### config.mk
export PLATFORM = sky130hd
export DESIGN_NAME = serial_tx_core
export DESIGN_NICKNAME = d
export VERILOG_FILES = /design/src/rtl/stx_pkg.sv /design/src/rtl/stx_regs.sv /design/src/rtl/stx_baud.sv /design/src/rtl/stx_frame.sv /design/src/rtl/serial_tx_core.sv
export SDC_FILE = /design/constraint.sdc
export NUM_CORES = 1
export LEC_CHECK = 0
export BUFFER_PORTS_ARGS = -buffer_cell sky130_fd_sc_hd__buf_2
export CORE_MARGIN = 5
export CORE_UTILIZATION = 50
export CTS_CLUSTER_SIZE = 20
export DETAILED_ROUTE_END_ITERATION = 16
export GPL_ROUTABILITY_DRIVEN = 0
export PLACE_DENSITY_LB_ADDON = 0.08
export SKIP_LAST_GASP = 1
export SLEW_MARGIN = 20
export SYNTH_ARGS = -nofsm -noshare
export SYNTH_HDL_FRONTEND = slang
export SYNTH_SLANG_ARGS = --single-unit
### constraint.sdc
create_clock -name clk -period 2.45 [get_ports clk]
set_input_delay 0.1225 -clock clk [delete_from_list [all_inputs] [get_ports clk]]
set_output_delay 0.1225 -clock clk [all_outputs]
set_load 0.02 [all_outputs]
### src/rtl/stx_pkg.sv
package stx_pkg;

  // Frame position of the transmit engine
  typedef enum logic [2:0] {
    ST_IDLE,
    ST_START,
    ST_DATA,
    ST_PARITY,
    ST_STOP1,
    ST_STOP2
  } frame_state_e;

  // Line setup held by the register block and snapshotted per frame
  typedef struct packed {
    logic [1:0] len_code;   // data bits = MIN_DATA_BITS + len_code
    logic       par_en;     // even parity bit after data
    logic       two_stop;   // second stop bit
  } line_cfg_t;

  localparam int MIN_DATA_BITS = 5;

endpackage

### src/rtl/stx_regs.sv
module stx_regs
  import stx_pkg::*;
#(
  parameter int DATA_W = 8,
  parameter int ADDR_W = 2
) (
  input  logic              clk,
  input  logic              rst_n,
  input  logic              cs_n,
  input  logic              wr_en,
  input  logic [ADDR_W-1:0] addr,
  input  logic [DATA_W-1:0] wdata,
  output line_cfg_t         cfg_o,
  output logic              launch_o,
  output logic [DATA_W-1:0] launch_data_o
);

  localparam logic [ADDR_W-1:0] A_DATA = ADDR_W'(0);
  localparam logic [ADDR_W-1:0] A_LEN  = ADDR_W'(1);
  localparam logic [ADDR_W-1:0] A_PAR  = ADDR_W'(2);
  localparam logic [ADDR_W-1:0] A_STOP = ADDR_W'(3);

  line_cfg_t cfg_q, cfg_d;
  logic      wr_hit;

  assign wr_hit = !cs_n && wr_en;

  always_comb begin
    cfg_d = cfg_q;
    if (wr_hit) begin
      unique case (addr)
        A_LEN:   cfg_d.len_code = wdata[1:0];
        A_PAR:   cfg_d.par_en   = wdata[0];
        A_STOP:  cfg_d.two_stop = wdata[0];
        default: cfg_d = cfg_q;
      endcase
    end
  end

  always_ff @(posedge clk or negedge rst_n) begin
    if (!rst_n) begin
      cfg_q.len_code <= 2'd3;
      cfg_q.par_en   <= 1'b0;
      cfg_q.two_stop <= 1'b0;
    end else begin
      cfg_q <= cfg_d;
    end
  end

  assign cfg_o         = cfg_q;
  assign launch_o      = wr_hit && (addr == A_DATA);
  assign launch_data_o = wdata;

  // no select or no strobe leaves the setup untouched
  a_r8_no_stray_write: assert property (@(posedge clk) disable iff (!rst_n)
    (cs_n || !wr_en) |=> $stable(cfg_q));

endmodule

### src/rtl/stx_baud.sv
module stx_baud #(
  parameter int BIT_CYCLES = 16
) (
  input  logic clk,
  input  logic rst_n,
  input  logic run_i,
  output logic tick_o
);

  localparam int CNT_W = (BIT_CYCLES > 2) ? $clog2(BIT_CYCLES) : 1;
  localparam logic [CNT_W-1:0] CNT_LAST = CNT_W'(BIT_CYCLES - 1);

  logic [CNT_W-1:0] cnt_q, cnt_d;
  logic             cnt_en;

  assign cnt_en = run_i;
  assign tick_o = run_i && (cnt_q == CNT_LAST);

  always_comb begin
    cnt_d = cnt_q;
    if (!run_i)      cnt_d = '0;
    else if (tick_o) cnt_d = '0;
    else             cnt_d = cnt_q + CNT_W'(1);
  end

  always_ff @(posedge clk or negedge rst_n) begin
    if (!rst_n)                cnt_q <= '0;
    else if (cnt_en || !run_i) cnt_q <= cnt_d;
  end

  // every bit boundary restarts the period count
  a_r6_period_wrap: assert property (@(posedge clk) disable iff (!rst_n)
    tick_o |=> (cnt_q == '0));

  // idle keeps the divider parked so a frame starts on a full period
  a_r6_park_idle: assert property (@(posedge clk) disable iff (!rst_n)
    !run_i |=> (cnt_q == '0));

endmodule

### src/rtl/stx_frame.sv
module stx_frame
  import stx_pkg::*;
#(
  parameter int DATA_W = 8
) (
  input  logic              clk,
  input  logic              rst_n,
  input  line_cfg_t         cfg_i,
  input  logic              launch_i,
  input  logic [DATA_W-1:0] data_i,
  input  logic              tick_i,
  output logic              tx_o,
  output logic              rdy_o,
  output logic              busy_o
);

  localparam int IDX_W = (DATA_W > 2) ? $clog2(DATA_W) : 1;

  frame_state_e      state_q, state_d;
  logic [DATA_W-1:0] shreg_q, shreg_d;
  logic [IDX_W-1:0]  idx_q, idx_d;
  logic              par_q, par_d;
  line_cfg_t         cfg_q, cfg_d;
  logic [DATA_W-1:0] keep;
  logic [IDX_W-1:0]  last_idx;

  // Mask of bits that belong to the word length requested at launch
  always_comb begin
    for (int i = 0; i < DATA_W; i++) begin
      keep[i] = (i < (MIN_DATA_BITS + int'(cfg_i.len_code)));
    end
  end

  assign last_idx = IDX_W'(cfg_q.len_code) + IDX_W'(MIN_DATA_BITS - 1);

  always_comb begin
    state_d = state_q;
    shreg_d = shreg_q;
    idx_d   = idx_q;
    par_d   = par_q;
    cfg_d   = cfg_q;
    unique case (state_q)
      ST_IDLE: begin
        if (launch_i) begin
          state_d = ST_START;
          shreg_d = data_i & keep;
          par_d   = ^(data_i & keep);
          cfg_d   = cfg_i;
          idx_d   = '0;
        end
      end
      ST_START: begin
        if (tick_i) state_d = ST_DATA;
      end
      ST_DATA: begin
        if (tick_i) begin
          shreg_d = shreg_q >> 1;
          if (idx_q == last_idx) begin
            state_d = cfg_q.par_en ? ST_PARITY : ST_STOP1;
          end else begin
            idx_d = idx_q + IDX_W'(1);
          end
        end
      end
      ST_PARITY: begin
        if (tick_i) state_d = ST_STOP1;
      end
      ST_STOP1: begin
        if (tick_i) state_d = cfg_q.two_stop ? ST_STOP2 : ST_IDLE;
      end
      ST_STOP2: begin
        if (tick_i) state_d = ST_IDLE;
      end
      default: state_d = ST_IDLE;
    endcase
  end

  always_ff @(posedge clk or negedge rst_n) begin
    if (!rst_n) begin
      state_q        <= ST_IDLE;
      shreg_q        <= '0;
      idx_q          <= '0;
      par_q          <= 1'b0;
      cfg_q.len_code <= 2'd3;
      cfg_q.par_en   <= 1'b0;
      cfg_q.two_stop <= 1'b0;
    end else begin
      state_q <= state_d;
      shreg_q <= shreg_d;
      idx_q   <= idx_d;
      par_q   <= par_d;
      cfg_q   <= cfg_d;
    end
  end

  always_comb begin
    unique case (state_q)
      ST_START:  tx_o = 1'b0;
      ST_DATA:   tx_o = shreg_q[0];
      ST_PARITY: tx_o = par_q;
      default:   tx_o = 1'b1;
    endcase
  end

  assign rdy_o  = (state_q == ST_STOP1) || (state_q == ST_STOP2);
  assign busy_o = (state_q != ST_IDLE);

  // an accepted data write puts a start bit on the line next cycle
  a_r2_start_low: assert property (@(posedge clk) disable iff (!rst_n)
    (state_q == ST_IDLE && launch_i) |=> (state_q == ST_START && !tx_o));

  // frame position only moves on a bit boundary
  a_r6_hold_bit: assert property (@(posedge clk) disable iff (!rst_n)
    (state_q != ST_IDLE && !tick_i) |=> $stable(state_q));

  // a data write mid-frame leaves the shifted payload alone
  a_r9_busy_ignore: assert property (@(posedge clk) disable iff (!rst_n)
    (state_q == ST_DATA && launch_i && !tick_i) |=> $stable(shreg_q));

  // the frame snapshot of the setup is frozen while busy
  a_r10_cfg_frozen: assert property (@(posedge clk) disable iff (!rst_n)
    (state_q != ST_IDLE) |=> $stable(cfg_q));

  // ready is only raised while the line carries a high stop level
  a_r7_rdy_on_stop: assert property (@(posedge clk) disable iff (!rst_n)
    rdy_o |-> tx_o);

  // the frame always leaves through a stop bit
  a_r5_exit_via_stop: assert property (@(posedge clk) disable iff (!rst_n)
    $fell(busy_o) |-> $past(rdy_o));

endmodule

### src/rtl/serial_tx_core.sv
module serial_tx_core
  import stx_pkg::*;
#(
  parameter int DATA_W     = 8,
  parameter int ADDR_W     = 2,
  parameter int BIT_CYCLES = 16
) (
  input  logic              clk,
  input  logic              rst_n,
  input  logic              cs_n,
  input  logic              wr_en,
  input  logic [ADDR_W-1:0] addr,
  input  logic [DATA_W-1:0] wdata,
  output logic              tx,
  output logic              tx_rdy
);

  logic [1:0]        rst_sync_q;
  logic              rst_n_int;
  line_cfg_t         cfg;
  logic              launch;
  logic [DATA_W-1:0] launch_data;
  logic              bit_tick;
  logic              busy;

  // Asynchronous assert, synchronous release
  always_ff @(posedge clk or negedge rst_n) begin
    if (!rst_n) rst_sync_q <= 2'b00;
    else        rst_sync_q <= {rst_sync_q[0], 1'b1};
  end
  assign rst_n_int = rst_sync_q[1];

  stx_regs #(
    .DATA_W(DATA_W),
    .ADDR_W(ADDR_W)
  ) u_regs (
    .clk          (clk),
    .rst_n        (rst_n_int),
    .cs_n         (cs_n),
    .wr_en        (wr_en),
    .addr         (addr),
    .wdata        (wdata),
    .cfg_o        (cfg),
    .launch_o     (launch),
    .launch_data_o(launch_data)
  );

  stx_baud #(
    .BIT_CYCLES(BIT_CYCLES)
  ) u_baud (
    .clk   (clk),
    .rst_n (rst_n_int),
    .run_i (busy),
    .tick_o(bit_tick)
  );

  stx_frame #(
    .DATA_W(DATA_W)
  ) u_frame (
    .clk     (clk),
    .rst_n   (rst_n_int),
    .cfg_i   (cfg),
    .launch_i(launch),
    .data_i  (launch_data),
    .tick_i  (bit_tick),
    .tx_o    (tx),
    .rdy_o   (tx_rdy),
    .busy_o  (busy)
  );

  // line is idle high with ready low whenever no frame runs
  a_r1_idle_line: assert property (@(posedge clk) disable iff (!rst_n_int)
    !busy |-> (tx && !tx_rdy));

endmodule

* Word level (Yosys, flattened, before mapping)
Cells that the tools add are included.
** Storage, ports and cells
- Register bits :: 29
- Bits in latches :: 0
- Bits in writable memories :: 0
- ROM bits :: 0
- Input bits :: 14
- Memories :: 0
** Cells by class
- $add $sub $neg :: 4
- Multiply operators :: 0
- Div/mod/pow operators :: 0
- $lt $le $gt $ge :: 8
- Eq/ne operators :: 18
- Shift-type cells :: 0
- Muxes and demuxes :: 20
- Bitwise logic cells :: 1
- Reduce and logical (&&, ||, !) cells :: 17
** Operator list (count)
- < comparator 4 x 32 -> 1 bit, first input constant :: 4
- < comparator 3 x 32 -> 1 bit, first input constant :: 2
- 2-to-1 mux 3 bit :: 12
- < comparator 2 x 32 -> 1 bit, first input constant :: 1
- one-hot mux 3 bit (6 select lines) :: 1
- 2-to-1 mux 8 bit :: 2
- one-hot mux 8 bit (2 select lines) :: 1
- inequality test 2 bit, second input constant :: 7
- bitwise AND 8 bit :: 1
- 2-to-1 mux 4 bit :: 2
- AND reduction 2 bit :: 4
- XOR reduction 8 bit :: 1
- AND reduction 7 bit :: 1
- equality test 3 x 2 -> 1 bit, second input constant :: 2
- equality test 3 bit, second input constant :: 2
- one-hot mux 3 bit (2 select lines) :: 1
- adder 3 x 2 -> 4 bit, first input constant :: 1
- adder 4 x 1 -> 4 bit, second input constant :: 1
- equality test 2 bit, second input constant :: 2
- equality test 4 bit, second input constant :: 1
- < comparator 1 x 4 -> 1 bit, first input constant :: 1
- AND reduction 4 bit :: 1
- adder 2 x 3 -> 3 bit, second input constant :: 1
- adder 3 x 1 -> 3 bit, second input constant :: 1
- 13 further kinds :: 15

* Logic depth before layout (Yosys ltp)
Gate-level depths: netlist (run 1).
- Word-level depth :: 5
- Mapped depth :: 6
- Mapped depth without buffers :: 5

* By module
Synthesis (run 1) repeated with hierarchy kept, for this count alone.
** Second synthesis, totals
- Cell total of the unflattened synthesis :: 144
- Area total of the unflattened synthesis :: 1606.5 µm²
** Modules (own cells, without submodules)
- stx_frame :: times used 1, cells each 106, area each 1128.6 µm², seq. area each 478.0 µm²
- stx_regs :: times used 1, cells each 20, area each 250.2 µm², seq. area each 102.6 µm²
- stx_baud :: times used 1, cells each 15, area each 173.9 µm², seq. area each 100.1 µm²
- serial_tx_core :: times used 1, cells each 3, area each 53.8 µm², seq. area each 50.0 µm²

* Worst setup path before layout (run 1)
No wires, ideal clock.
- Path type :: flip-flop to flip-flop
- Start point :: register u_frame.state_q[1]
- End point :: register u_frame.shreg_q[3]
- Library setup time :: 125 ps
- Arrival time :: 1681 ps
- Data required time :: 2325 ps
- Path slack :: 644 ps
- Stages on the path, launching flop included :: 6
- Buffers on the path :: 2
- Clock period less this slack :: 1806 ps
- Cell sequence :: dfrtp_1 > buf_2 > nor3b_1 > buf_2 > mux2_2 > mux2_2
** Between the ends
- Cells in the longest elaborated chain, start to end :: 4
- Elaborated cells on any way between the ends :: 9
- Those cells by class :: 3 x eq/ne; 1 x mux; 5 x reduce/logical
** RTL lines
- start: declaration :: RTL line stx_frame.sv:19 : frame_state_e state_q, state_d;
- start signal: assignment :: RTL line stx_frame.sv:88 : state_q <= state_d;
- nonzero test 3 bit :: RTL line stx_frame.sv:106 : assign busy_o = (state_q != ST_IDLE);
- logical AND 1 bit :: RTL line stx_baud.sv:17 : assign tick_o = run_i && (cnt_q == CNT_LAST);
- inequality test 2 bit (no source line)
- AND reduction 3 bit (no source line)
- end signal: assignment :: RTL line stx_frame.sv:89 : shreg_q <= shreg_d;
- end: declaration :: RTL line stx_frame.sv:20 : logic [DATA_W-1:0] shreg_q, shreg_d;
Several ways; a longest one is shown, not always the timed one.
A chain may end at the register's enable or synchronous reset.

* Final worst setup path (run 1)
- Start point :: register u_frame.state_q[0]
- End point :: register u_frame.state_q[0]
** Between the ends
- Cells in the longest elaborated chain, start to end :: 4
- Elaborated cells on any way between the ends :: 17
- Those cells by class :: 12 x eq/ne; 1 x mux; 4 x reduce/logical
** RTL lines (RTL line)
- nonzero test 3 bit :: stx_frame.sv:106
- logical AND 1 bit :: stx_baud.sv:17
- inequality test 2 bit (no source line)
- AND reduction 7 bit (no source line)
Several ways; a longest one is shown, not always the timed one.

==> results of run 1 <==
worst register-to-register path: cells and delay by family (launching register included):
| family | cells | cell delay (ns) |
|---|---|---|
| flops | 1 | 0.52 |
| simple gates | 2 | 0.94 |
| compound gates | 2 | 0.40 |
final timing paths:
path / start / endpoint / slack, ns / cells after the start
setup / recovery: u_frame.state_q[0]$_DFFE_PN0P_ / u_frame.state_q[0]$_DFFE_PN0P_ / 0.51 / 4
setup reg to reg: u_frame.state_q[0]$_DFFE_PN0P_ / u_frame.state_q[0]$_DFFE_PN0P_ / 0.51 / 4
hold reg to reg: rst_sync_q[1]$_DFF_PN0_ / u_baud.cnt_q[1]$_DFF_PN0_ / 0.24 / 1
min in group asynchronous: rst_n / rst_sync_q[1]$_DFF_PN0_ / 0.12 / 2
max in group asynchronous: rst_sync_q[1]$_DFF_PN0_ / u_frame.cfg_q[3]$_DFFE_PN1P_ / 1.90 / 1
hold / removal: wdata[1] / u_regs.cfg_o[3]$_DFFE_PN1P_ / 0.08 / 2
final cells by class:
| type | instances | area share (%) |
|---|---|---|
| Clock buffer | 7 | 3.202 |
| Clock inverter | 1 | 1.747 |
| Inverter | 4 | 0.8734 |
| Multi-Input combinational cell | 91 | 42.58 |
| Sequential cell | 29 | 42.50 |
| Tap cell | 33 | 2.402 |
| Timing Repair Buffer | 20 | 6.696 |
cells in the mapped netlist, types with 2 or more instances:
cell type | instances | area share, %
a21oi_1 | 6 | 2.0
and3_1 | 2 | 0.82
buf_2 | 2 | 0.66
buf_6 | 3 | 2.2
dfrtp_1 | 25 | 41
dfstp_2 | 4 | 6.9
ha_1 | 2 | 1.6
inv_1 | 4 | 0.99
mux2_2 | 16 | 12
mux2_4 | 3 | 3.0
mux2i_1 | 2 | 1.3
nand2_1 | 5 | 1.2
nand3_1 | 5 | 1.6
nand4b_1 | 2 | 1.2
nor2_1 | 4 | 0.99
nor2b_1 | 3 | 1.2
nor3b_1 | 2 | 0.99
o21ai_0 | 10 | 3.3
xnor2_1 | 7 | 4.0
through the flow:
step	hold WS (ns)	cell area (um^2)	instances	total power, mW
global placement	-0.09395	1624	176	1.103
CTS	0.06219	1719	185	1.536
global route	0.06089	1719	185	1.627
finish	0.07783	1719	185	1.516
floorplan	-0.1731	1521	129	1.028
detailed placement	-0.09199	1624	176	1.119
state kept, by name (all words and copies together) (netlist names):
signal           cells
u_frame.shreg_q      8
u_frame.par_q        1
u_baud.cnt_q         4
u_frame.cfg_q        4
u_frame.idx_q        3
u_regs.cfg_o         4
rst_sync_q           2
u_frame.state_q      3
repair_timing:
item / in CTS / in global routing
endpoints found under the hold margin: 2 / 0
hold buffers: 1 / 0
buffers inserted: 0 / 0
cell families (layout without fill, tap and decap cells):
logic type                 after synthesis  after routing  share of synthesized area (%)
AOI/OAI and AO/OA                       27             27                          11.51
xor gates and xnor gates                 8              8                          5.510
adders and majority gates                2              2                          1.644
buffers and inverters                    9             32                          3.865
DFF                                     29             29                          48.03
muxes                                   21             21                          16.12
other                                    1              1                         0.2465
and+or+nand+nor                         32             32                          13.08
cells in the final DEF (no fill, tap or decap), drive strengths merged, types with 2 or more instances in the layout:
cell type  synthesis  routed
a21oi              6       6
and3               2       2
buf                5      19
clkbuf             0       7
dfrtp             25      25
dfstp              4       4
ha                 2       2
inv                4       4
mux2              19      19
mux2i              2       2
nand2              5       5
nand3              5       5
nand4b             2       2
nor2               4       4
nor2b              3       3
nor3               2       2
nor3b              2       2
o21ai             11      11
o31ai              2       2
xnor2              7       7
routing by layer:
| layer | part of all wire, % | vias to the layer above | routed length, um |
|---|---|---|---|
| li1 | - | 512 | - |
| met1 | 44 | 530 | 1232 |
| met2 | 52 | 23 | 1464 |
| met3 | 3.9 | 2 | 111 |
| met4 | 0.46 | 0 | 13 |
| met5 | 0 | - | 0 |
power groups by stage:
stage               registers, mW  logic (mW)  clock network [mW]
detailed placement          0.756       0.364                   0
CTS                         0.746       0.366               0.423
finish                      0.746       0.362               0.407
global placement            0.748       0.354                   0
floorplan                   0.707       0.321                   0
global route                0.771       0.412               0.444
==> flow_summary_export.csv, run 1 <==
group,metric,value,unit
outcome,status,"finished clean",
power,power_density,881.6,nW/um^2
finish,diodes,0,
global_routing,grt_pass1_vias,1122,
sta,grt_setup_unrepaired,"no",
yosys,ys_warn_count,0,
die,io_pins,16,
yosys,synthesis.area,1521,um^2
yosys,syn_inst,129,
setup_path,critPathKind,"flop to flop",
clock_tree,clockBufferDepth,2,
die,core-area,2978,um^2
setup_path,slowest_delay,0.66,ns
setup_path,crit_slowest_cell,"or4b_1",
placement,preCtsSetupSlack,0.5363,ns
setup_path,worst_setup_path_start_kind,"flop",
power,internal-power,1.077,mW
sta,slew_viol_final,0,
sta,setup_viol_count_final,0,
clock_tree,clk_pin_slew,0.09,ns
drt,wl,2823,um
yosys,ys_seq_area_share,48.03,%
clock_tree,cts_tree,"done",
clock_tree,clock_sinks,29,
sta,hold_viol,0,
drt,vias,1067,
placement,dp_hpwl,2102,um
power,switchingPower,0.4382,mW
drt,viasPerCell,5.768,
yosys,avgSynthCellArea,11.79,um^2
finish,multiInputGateArea,732.0,um^2
power,swShare,28.91,%
global_routing,grtUsageMet3,4.957,%
clock_tree,clock_latency,0.32,ns
clock_tree,root_buffer,"clkbuf_4",
clock_tree,numCtsBuffers,5,
finish,area_growth,12.99,%
setup_path,path_buf_inv,0,
global_routing,grt_max_degree,28,
yosys,syn_nets,145,
sta,clock_skew,0.005856,ns
setup_path,critical-path-top-delay-family,"simple AND/OR/NAND/NOR gates",
finish,ff_latch_area,730.7,um^2
setup_path,worstSetupEndpointType,"flop",
sta,min_period_over_period,79.13,%
global_routing,grtUsageMet1,19.00,%
setup_path,critical_path_peak_fanout,10,
drt,dr.pass1.iters,4,
die,die-area,4246,um^2
global_routing,antenna_found_initial,0,
global_routing,grt-busiest-layer,"met2",
finish,fillers,272,
power,clockPowerShare,26.9,%
sta,post-route-min-period,1.939,ns
drt,routedWlPerCell,15.26,um
die,initial_core_util,51.09,%
setup_path,cp_data_arrival_time,2.18,ns
sta,setup-tns-final,0,ns
yosys,synth_edf_count,0,
die,num_rows,20,
drt,drcViolationCount,0,
yosys,post_synth_num_cell_types,41,
min_path,hold_path_class,"input port to flop",
power,p_leak,0.7775,nW
setup_path,crit_required,2.69,ns
power,seqPwrFrac,49.2,%
finish,utilization,57.73,%
power,combPwrFrac,23.9,%
sta,setup_ws,0.5113,ns
global_routing,globalRouteMet2Util,25.92,%
yosys,ys.flop_type,"dfrtp_1",
die,die_h,65.16,um
sta,clock.fmax,0.5158,GHz
global_routing,grt.total_usage,15.65,%
global_routing,grt_overflow_total,0,
placement,portBuffers,15,
job,maxCapViolations,0,
clock_tree,cts_resized,0,
setup_path,critical_path.cell_chain,"nor3_4 -> or4b_1 -> o211a_1 -> o31ai_2",
finish,nets,167,
drt,ant_nets,0,
yosys,synth-seq-cells,29,
drt,drt-initial-drc-count,76,
power,vdd_drop_max,0.0005331,V
clock_tree,cts_max_level,2,
die,die_x,65.16,um
finish,drive_gt1_share,33.55,%
global_routing,grt_pass1_wl,5009,um
yosys,async_flop_share,100.0,%
Note: power is estimated with default switching activity, not from simulation.
==> inputs of run 2 (changes only) <==
--- a/config.mk
+++ b/config.mk
@@ -5,6 +5,7 @@
 export SDC_FILE = /design/constraint.sdc
 export NUM_CORES = 1
 export LEC_CHECK = 0
+export ABC_AREA = 1
 export BUFFER_PORTS_ARGS = -buffer_cell sky130_fd_sc_hd__buf_2
 export CORE_MARGIN = 5
 export CORE_UTILIZATION = 50
==> constraint.sdc (replaced) <==
create_clock -name clk -period 1.9 [get_ports clk]
set_input_delay 0.095 -clock clk [delete_from_list [all_inputs] [get_ports clk]]
set_output_delay 0.095 -clock clk [all_outputs]
set_load 0.02 [all_outputs]
==> run 2 against run 1 <==
Effect of this change: clock power up 30%; global-route usage grew 2.1 points; routed wire length grew 15%; register-to-register slack got worse by 0.22 ns; area after synthesis increased by 3.9%; worst setup slack got worse by 0.22 ns; cell area is 4.7% higher; non-clock buffer count down 3; die area grew 3.3%; critical endpoint is now u_frame.idx_q[0]$_DFFE_PN0P_; largest cell class unchanged.
==> flow_summary_export.csv, run 2 <==
group,metric,value,unit
setup_path,critPathKind,"flop to flop",
power,combPwrFrac,38.5,%
finish,largest_register_ffs,8,
clock_tree,cts_tree,"done",
die,die_x,66.24,um
power,internal-power,1.501,mW
sta,slew_viol_final,0,
power,power_density,1405,nW/um^2
power,p_leak,0.9091,nW
die,die-area,4388,um^2
power,swShare,40.65,%
die,die_h,66.24,um
finish,diodes,0,
yosys,syn_nets,218,
finish,drive_gt1_share,19.11,%
finish,largest_register,"u_frame.shreg_q",
finish,utilization,58.93,%
min_path,hold_path_class,"input port to flop",
yosys,ys.flop_type,"dfrtp_1",
finish,final_cell_mix,"66 x nand2_1, 25 x dfrtp_1, 19 x inv_1",
yosys,ys_seq_area_share,46.20,%
yosys,async_flop_share,100.0,%
clock_tree,clk_pin_slew,0.09,ns
clock_tree,root_buffer,"clkbuf_4",
drt,wl,3236,um
die,num_rows,20,
sta,clock_skew,0.007734,ns
power,switchingPower,1.028,mW
global_routing,grt_overflow_total,0,
setup_path,worstSetupEndpointType,"flop",
power,vdd_drop_max,0.0005677,V
placement,portBuffers,15,
global_routing,grt_pass1_wl,5906,um
outcome,status,"finished clean",
yosys,post_synth_num_cell_types,28,
drt,drcViolationCount,0,
clock_tree,clock_latency,0.33,ns
yosys,syn_inst,202,
sta,min_period_over_period,84.42,%
sta,setup_viol_count_final,0,
global_routing,antenna_found_initial,0,
setup_path,crit_required,2.15,ns
drt,routedWlPerCell,12.03,um
finish,area_growth,13.77,%
placement,dp_hpwl,2527,um
sta,clock.fmax,0.6235,GHz
yosys,synth_top_area_share,39.56,%
setup_path,cp_data_arrival_time,1.86,ns
setup_path,worst_setup_path_start_kind,"flop",
yosys,synthTopCellsByArea,"dfrtp_1 40%, nand2_1 16%, dfstp_2 6.6%, nand3_1 5.4%, o21ai_0 5.1%",
setup_path,critical_path_peak_fanout,16,
sta,post-route-min-period,1.604,ns
yosys,avgSynthCellArea,7.829,um^2
yosys,ys_warn_count,0,
sta,setup-tns-final,0,ns
drt,drt-initial-drc-count,101,
yosys,yosysMostFrequentCell,"nand2_1",
die,io_pins,16,
clock_tree,cts_max_level,2,
yosys,synth_edf_count,0,
placement,place_inst,260,
finish,stdcell_count,269,
finish,final_common_cell,"nand2_1",
power,finalPower,2.528,mW
yosys,ys_top_cells_by_count,"66 x nand2_1, 25 x dfrtp_1, 19 x inv_1, 17 x nand3_1, 16 x o21ai_0",
global_routing,grt_pass1_vias,1340,
job,maxCapViolations,0,
yosys,synth-seq-cells,29,
yosys,synthesis.area,1582,um^2
sta,hold_viol,0,
clock_tree,clockBufferDepth,2,
power,clockPowerShare,20.9,%
finish,nets,240,
sta,grt_setup_unrepaired,"no",
sta,hold_ws,0.04970,ns
clock_tree,numCtsBuffers,5,
global_routing,grt.total_usage,17.78,%
clock_tree,clock_sinks,29,
setup_path,r2r_slack,0.30,ns
drt,vias,1348,
die,initial_core_util,51.80,%
drt,viasPerCell,5.011,
die,core-area,3053,um^2
yosys,yosysTopAreaCell,"dfrtp_1",
power,seqPwrFrac,40.6,%
drt,dr.pass1.iters,4,
global_routing,grt_max_degree,28,
drt,ant_nets,0,
==> run 2: changes by cell type in the layout (fill, tap and decap cells not counted), moves of 4 or more <==
cell	delta
inv_1	+15
inv_2	+5
mux2_2	-16
nand2_1	+61
nand3_1	+12
nor2_1	+6
o21ai_0	+6
xnor2_1	-4
==> run 2: worst paths after layout <==
kind / depth (start not counted) / start / to
min in group asynchronous: 2 / rst_n / rst_sync_q[1]$_DFF_PN0_
worst max register to register: 8 / u_frame.state_q[1]$_DFFE_PN0P_ / u_frame.idx_q[0]$_DFFE_PN0P_
max in group asynchronous: 1 / rst_sync_q[1]$_DFF_PN0_ / u_regs.cfg_o[3]$_DFFE_PN1P_
worst min-delay path: 3 / wdata[1] / u_regs.cfg_o[3]$_DFFE_PN1P_
worst max-delay path: 8 / u_frame.state_q[1]$_DFFE_PN0P_ / u_frame.idx_q[0]$_DFFE_PN0P_
worst min register to register: 1 / rst_sync_q[1]$_DFF_PN0_ / u_baud.cnt_q[1]$_DFF_PN0_
==> run 2: kinds of logic (layout without fill, tap and decap cells) <==
| family | count (synthesis) | in the layout | share of synthesized area (%) |
|---|---|---|---|
| buf+inv | 27 | 50 | 7.041 |
| compound gates | 33 | 33 | 11.95 |
| flops | 29 | 29 | 46.20 |
| xor+xnor | 6 | 6 | 3.323 |
| fa+ha+maj | 2 | 2 | 1.582 |
| simple gates | 104 | 104 | 29.67 |
| other cells | 1 | 1 | 0.2371 |
==> run 2: stage by stage <==
step	worst slack [ns]	instance area, um^2
6_report	0.2961	1799
2_1_floorplan	0.5912	1582
3_3_place_gp	0.3808	1704
5_1_grt	0.1625	1799
4_1_cts	0.2866	1799
3_5_place_dp	0.3240	1704
==> run 2: repair_timing <==
| action | in CTS | in global routing |
|---|---|---|
| endpoints found under the setup margin | 0 | 0 |
| resized for setup | 0 | 0 |
| hold buffers | 1 | 0 |
| setup buffers | 0 | 0 |
| endpoints found under the hold margin | 2 | 0 |
==> run 2: cell type report <==
cell class	count	area [um^2]
inverters	25	96.34
flip-flops and latches	29	730.7
clock inverters	1	30.03
fillers	293	1254
clock buffers	7	55.05
well taps	44	55.05
repair buffers	17	92.59
multi-input cells	146	739.5
==> run 2: power groups by stage <==
| stage | Combinational [mW] | Sequential [mW] | Clock, mW |
|---|---|---|---|
| after global placement | 0.935 | 1.02 | 0 |
| after CTS | 0.984 | 1.02 | 0.538 |
| after floorplan | 0.799 | 0.976 | 0 |
| after detailed placement | 0.974 | 1.03 | 0 |
| final | 0.974 | 1.03 | 0.528 |
| after global routing | 1.14 | 1.05 | 0.575 |
==> run 2: metal layers <==
metal | up-vias | track usage (%) | part of all wire [%]
met5 | - | 0 | 0
met4 | 0 | 6.853 | 1.6
met2 | 25 | 29.49 | 48
met1 | 626 | 21.81 | 46
met3 | 7 | 4.762 | 4.4
li1 | 690 | - | -
==> run 2: worst max-delay path, cell delays in order (launching register included) <==
cell	delay, ns
dfrtp_1	0.52
inv_2	0.11
nor2_4	0.32
nand2_2	0.13
nand3_4	0.17
inv_4	0.07
nand2_4	0.08
nand2_1	0.05
o21ai_1	0.07
